[src/rtl/err_window.sv]
module err_window #(
  parameter int NUM_RECORDS    = 8,
  parameter bit FEATURE_EN     = 1'b1,
  parameter bit ZERO_REC_UNDEF = 1'b1,
  parameter int IDX_W          = 16
) (
  input  logic        clk,
  input  logic        rst_n,
  input  logic        acc_valid,
  input  logic        acc_write,
  input  logic [1:0]  acc_addr,
  input  logic [63:0] acc_wdata,
  output logic        rsp_valid,
  output logic [63:0] rsp_rdata,
  output logic        rsp_undef
);
  localparam int DEPTH = (NUM_RECORDS > 0) ? NUM_RECORDS : 1;
  localparam int RW    = (DEPTH > 1) ? $clog2(DEPTH) : 1;
  localparam logic [1:0] A_ID = 2'b00, A_SEL = 2'b01, A_WIN = 2'b10;
  localparam bit SEL_UNDEF = (NUM_RECORDS == 0) && ZERO_REC_UNDEF;
  localparam bit SEL_LIVE  = (NUM_RECORDS != 0);

  logic [IDX_W-1:0] sel_q;
  logic [63:0]      status_q [DEPTH];
  logic             in_range, undef, sel_we, win_we;
  logic [63:0]      rdata_n;
  logic [RW-1:0]    rd_idx;

  assign in_range = ({{(32-IDX_W){1'b0}}, sel_q} < 32'(NUM_RECORDS));
  assign undef    = !FEATURE_EN || (acc_addr == 2'b11) || ((acc_addr == A_SEL) && SEL_UNDEF);
  assign sel_we   = acc_valid && acc_write && !undef && (acc_addr == A_SEL) && SEL_LIVE;
  assign win_we   = acc_valid && acc_write && !undef && (acc_addr == A_WIN) && in_range;
  assign rd_idx   = sel_q[RW-1:0];

  always_ff @(posedge clk or negedge rst_n)
    if (!rst_n)      sel_q <= '0;
    else if (sel_we) sel_q <= acc_wdata[IDX_W-1:0];

  for (genvar g = 0; g < DEPTH; g++) begin : g_rec
    always_ff @(posedge clk or negedge rst_n)
      if (!rst_n)                                     status_q[g] <= '0;
      else if (win_we && (rd_idx == RW'(g)))          status_q[g] <= acc_wdata;
  end

  always_comb begin
    rdata_n = '0;
    if (!acc_write && !undef)
      case (acc_addr)
        A_ID:    rdata_n = {48'b0, 16'(NUM_RECORDS)};
        A_SEL:   rdata_n = SEL_LIVE ? {{(64-IDX_W){1'b0}}, sel_q} : 64'b0;
        A_WIN:   rdata_n = in_range ? status_q[rd_idx] : 64'b0;
        default: rdata_n = '0;
      endcase
  end

  always_ff @(posedge clk or negedge rst_n)
    if (!rst_n) begin
      rsp_valid <= 1'b0;
      rsp_rdata <= '0;
      rsp_undef <= 1'b0;
    end else begin
      rsp_valid <= acc_valid;
      rsp_rdata <= acc_valid ? rdata_n : 64'b0;
      rsp_undef <= acc_valid && undef;
    end
endmodule

[config.mk]
export PLATFORM = sky130hd
export DESIGN_NAME = err_window
export DESIGN_NICKNAME = d
export VERILOG_FILES = /design/src/rtl/err_window.sv
export SDC_FILE = /design/constraint.sdc
export NUM_CORES = 1
export LEC_CHECK = 0
export ABC_AREA = 1
export BUFFER_PORTS_ARGS = -buffer_cell sky130_fd_sc_hd__buf_2
export CAP_MARGIN = 25
export CORE_MARGIN = 2
export CORE_UTILIZATION = 40
export CTS_CLUSTER_SIZE = 30
export DETAILED_ROUTE_END_ITERATION = 10
export HOLD_SLACK_MARGIN = 0.03
export PLACE_DENSITY = 0.54
export SETUP_SLACK_MARGIN = 0.3
export SYNTH_ARGS = -nofsm -noshare
export SYNTH_HDL_FRONTEND = slang
export SYNTH_SLANG_ARGS = --single-unit
[constraint.sdc]
create_clock -name clk -period 2.5 [get_ports clk]
set_clock_uncertainty 0.05 [all_clocks]
set_input_delay 0.5 -clock clk [delete_from_list [all_inputs] [get_ports clk]]
set_output_delay 0.5 -clock clk [all_outputs]
set_load 0.05 [all_outputs]
# --- Word-level counts from Yosys, hierarchy flattened ---
# Cells that the tools add are included.
classes:
  n_reduce_logical: 19
  mux: 7
  shifts: 0
  n_div: 0
  add_sub_neg: 0
  bitwise_logic: 1
  n_eq_ne: 10
  mul: 0
  magnitude_cmp: 2
op_table:
  columns: ["operator", "n"]
  rows:
  - ["$mux W64", 5]
  - ["$bmux W64 S3", 1]
  - ["$pmux W64 S3", 1]
  - ["$lt A16 B4 Y1 const B", 1]
  - ["$logic_and A1 B1 Y1", 15]
  - ["$eq A3 B3 Y1 const B", 4]
  - ["$eq A3 B2 Y1 const B", 2]
  - ["$eq A2 B2 Y1 const B", 2]
  - ["$ge A4 B4 Y1 const B", 1]
  - ["$not A3 Y4", 1]
  - ["$eq A3 B1 Y1 const B", 1]
  - ["$logic_not A3 Y1", 1]
  - ["$eq A2 B1 Y1 const B", 1]
  - ["$logic_not A1 Y1", 2]
  - ["$logic_not A2 Y1", 1]
totals:
  wordCells: 51
  out_inout_bits: 66
  input_bits: 70
  romBits: 0
  regBits: 594
  mem_bits_rw: 0
  memories: 0
  latch_bits: 0

# --- Depth between registers and ports, before layout ---
logic_depth:
  word_depth: 8
  ltp_mapped: 11
  depth_no_buf: 9

# --- Least setup slack after synthesis ---
# Ideal clock, no wire load.
synth_path:
  path_type: "reg2reg"
  start: "reg sel_q[6]"
  end: "reg status_q[210] in the netlist's numbering"
  n_path_buf: 2
  slack_ps: 743
  stages_incl_launch_ff: 10
  setup_time_ps: 66
  t_required_ps: 2384
  synth_period_minus_slack_ps: 1757
  t_arrival_ps: 1641
  cell_sequence: "dfrtp_1 > inv_2 > nand2_1 > nor3_4 > nand2_1 > nor2_4 > buf_4 > clkbuf_1 > nand3_1 > nand2_1"
synth_via:
  elab_chain_cells: 3
synth_rtl:
  columns: ["item", "line", "source"]
  rows:
  - ["start, declared", "23", "logic [IDX_W-1:0] sel_q;"]
  - ["start signal, assigned", "37", "else if (sel_we) sel_q <= acc_wdata[IDX_W-1:0];"]
  - ["$lt A16 B4 Y1", "29", "assign in_range = ({{(32-IDX_W){1'b0}}, sel_q} < 32'(NUM_RECORDS));"]
  - ["$logic_and A1 B1 Y1", "32", "assign win_we = acc_valid && acc_write && !undef && (acc_addr == A_WIN) && in_range;"]
  - ["$logic_and A1 B1 Y1", "42", "else if (win_we && (rd_idx == RW'(g))) status_q[g] <= acc_wdata;"]
  - ["end signal, assigned by index", "42", null]
  - ["end, declared", "24", "logic [63:0] status_q [DEPTH];"]
# No other way between the ends.
# A chain may end at the register's enable or synchronous reset.

# --- Worst setup path after layout ---
layout_path:
  start: "reg sel_q[0]"
  end: "reg status_q[377] in the netlist's numbering"
layout_via:
  elab_chain_cells: 3
  elab_cells_between_ends: 4
  classes_between: "1 x order compare; 1 x eq/ne; 2 x reduce/logical"
layout_rtl:
  columns: ["item", "line"]
  rows:
  - ["$lt A16 B4 Y1", "29"]
  - ["$logic_and A1 B1 Y1", "32"]
  - ["$logic_and A1 B1 Y1 *", "42"]
# Every way passes the cells marked *; elsewhere a longest branch is shown, timed or not.

==> key figures <==
Status
  • Status: finished clean

Critical path
  • Max FO, Critical Path: 40
  • Worst EP required: between 2 and 3 ns
  • CP Capture Type: register
  • CP startpoint kind: register
  • Setup CP Type: register to register
  • Arrival @ worst endpoint: 2.58 ns

Worst hold path
  • Hold Crit Class: input pin to register

Synth
  • Syn_area_per_cell: 7.84 sq um
  • Syn Nets: ~3500
  • Post-Syn Area: approximately 0.027 sq mm
  • Ys async rst share: 1.00
  • Seq/Total Area, Yosys: 0.548
  • Yosys warning total: 0
  • Seq cells post-synth: between 500 and 600
  • Synth top area share: 0.548
  • Cell taking the most area after synthesis: dfrtp_1
  • Netlist cell types: 26
  • Top-count cell post-synth: nand2_1
  • Mapped Cells: 3460
  • Synth area leaders: dfrtp_1 (55%), nand2_1 (20%), nand3_1 (9.7%)
  • Commonest cells in the netlist: nand2_1 (1410), dfrtp_1 (594), nand3_1 (527)
  • Main synth FF type: dfrtp_1
  • Number of flops mapped to enable cells by yosys: 0

Power and ir drop
  • PwrDens: between 700 and 800 mW/mm^2
  • Sw Pwr: between 6000 and 7000 uW
  • Clock share of power: 0.426
  • Pleak: about 0.017 uW
  • PnR Total Power: approximately 24000 uW
  • Switching power share of the total: 0.294
  • Int Pwr: ~17000 uW
  • Combinational power share: 0.162
  • Max VDD drop: around 0.43 mV
  • Seq pwr share: 0.412

Layout
  • Filler instances: 6484
  • Layout cell share with drive strength beyond 1: 0.105
  • Post-layout net count: roughly 3500
  • Layout overhead on the synthesized area: 15.1%

Place
  • Gpl congestion: slightly below 0.8
  • Pre-CTS setup slack: 0.294 ns
  • Hpwl dp: around 48 mm
  • I/O Buffers: between 100 and 150

Global routing
  • Largest net degree at the start of global routing: approximately 120
  • GRT Residual Overflow: 0
  • First-pass GRT wire length: between 100 and 150 mm
  • Antenna violations before repair: 8
  • GR Util All Layers: 0.261
  • Number of global-route vias before repair: ~24000

Timing
  • Post-Route Setup TNS: 0 ns
  • Worst slew margin: 0.523
  • Tmin final: 2.10 ns
  • Final hold violation count: 0
  • Worst-margin pin slew: ~0.72 ns
  • Unrepaired setup endpoints after global routing: yes
  • Final WS setup: between 0.4 and 0.5 ns
  • Hold WS: about 0.15 ns
  • Max Slew Vio Count: 0
  • Highest clock rate: 0.476 GHz
  • Setup Viol. Count Final: 0
  • Final worst-path cycle share: 0.840

Clock tree
  • Clock sinks: between 500 and 600
  • CTS Root Cell: clkbuf_16
  • CTS tree: done
  • Worst-Skew Late Latency: just over 0.6 ns
  • Clock buffer depth: 3
  • CTS H-Tree Depth: 3
  • CTS Buf Count: between 60 and 70
  • Reg clk slew, reported paths: roughly 0.06 ns

Drt
  • Routed via count: 24100
  • Drt initial violations: between 2000 and 2500
  • Vias/cell: between 5 and 6
  • # DRC: 0
  • Drt wl/cell: 20.7 microns
  • Detail Route Antenna Nets: 0
  • Routed Wire Length: just over 90 mm
  • 1st-pass router iterations: 6

Die
  • Die W: ~260 microns
  • Die footprint: approximately 0.070 sq mm
  • Core Region: around 0.067 sq mm
  • Die Ht: roughly 260 microns
  • Row count: 95
  • # IOs: 136
  • Initial core utilization: 0.404

Run
  • Max-cap violations: 0
==> sequential cells by signal, indices dropped and copies added, names as in the netlist <==
register / cells
status_q: 512
rsp_rdata: 64
sel_q: 16
rsp_undef: 1
rsp_valid: 1
==> final timing paths <==
path	from	endpoint	slack, ns	cells past startpoint
max	sel_q[0]	status_q[377]	0.40	7
min	acc_wdata[58]	status_q[122]	0.15	3
max reg2reg	sel_q[0]	status_q[377]	0.40	7
min reg2reg	status_q[258]	status_q[258]	0.42	2
max in group asynchronous	rst_n	rsp_rdata[49]	1.23	3
min in group asynchronous	rst_n	status_q[459]	0.27	2
==> through the flow <==
stage | utilization | area [sq um] | std cells
2_1_floorplan | - | 27100 | 3460
3_3_place_gp | 0.428 | 28800 | 4243
3_5_place_dp | 0.428 | 28800 | 4243
4_1_cts | 0.463 | 31100 | 4371
5_1_grt | 0.465 | 31200 | 4381
6_report | 0.465 | 31200 | 4382
==> timing repair <==
item | CTS | global route
pin swaps | 1 | 1
gates resized for setup | 1 | 5
hold buffers | 2 | 0
endpoints found under the hold margin | 110 | 0
setup endpoints to repair | 74 | 254
setup buffers | 2 | 3
cloned | 2 | 2
==> area by class of cell <==
| type | instances | area (sq um) | share of cell area |
|---|---|---|---|
| inverter | 143 | 542 | 0.0173 |
| clock inverter | 20 | 204 | 0.00653 |
| sequential | 594 | 14900 | 0.476 |
| timing repair buffer | 233 | 2010 | 0.0643 |
| antenna | 6 | 15.0 | 0.000481 |
| clock buffer | 102 | 2040 | 0.0654 |
| multi-input combinational | 2411 | 10500 | 0.335 |
| tap | 873 | 1090 | 0.0350 |
==> power groups by stage <==
stage          Sequential, uW  Combinational [uW]  Clock, uW
2_1_floorplan            9900                2230          0
3_3_place_gp             9900                3790          0
3_5_place_dp             9900                3790          0
4_1_cts                  9730                3810      10300
5_1_grt                  9730                4180      10700
6_report                 9730                3830      10100
==> worst max-delay path, cell delays in order, from the launching register on <==
cell	delay, ns
dfrtp_2	0.57
inv_2	0.12
nand2_4	0.26
nor2_4	0.07
nand4_1	0.14
buf_4	0.57
nand2_1	0.12
nand2_1	0.10
==> cells by family (layout without fill, tap and decap cells) <==
logic type / Yosys count / in the layout / share of synthesized area
flip-flops: 594 / 594 / 0.548
AO/OA/AOI/OAI: 272 / 272 / 0.0590
other: 0 / 6 / 0
AND/OR/NAND/NOR: 2138 / 2138 / 0.323
multiplexers: 1 / 1 / 0.000415
buffers and inverters: 455 / 498 / 0.0695
==> layer usage <==
layer,track usage,vias up,part of all wire
met5,0,-,0.00013
met4,0.0860,2,0.020
met3,0.0352,132,0.067
met2,0.425,942,0.47
met1,0.361,12000,0.44
li1,-,11100,-
==> placed cells by master, fill, tap and decap left out, types with 3 or more instances in the layout <==
master     Yosys  routed
diode_2        0       6
nand3_1      527     527
clkbuf_8       0      17
clkbuf_1     181      15
nand2_4        0       3
buf_4         11      52
nand3b_1       3       3
nor2_4         1       9
nand2_1     1410    1406
bufinv_16      0       3
clkbuf_16      0      72
inv_2          4       6
buf_12         0      36
clkinv_2       0      11
o22ai_1      188     188
o21ai_0       50      50
inv_1        137     134
dfrtp_1      594     593
a21oi_1       32      32
nor2_1       180     171
nand4_1       10      10
inv_6          0       4
buf_2         94     134
Note: power is estimated with default switching activity, not from simulation.
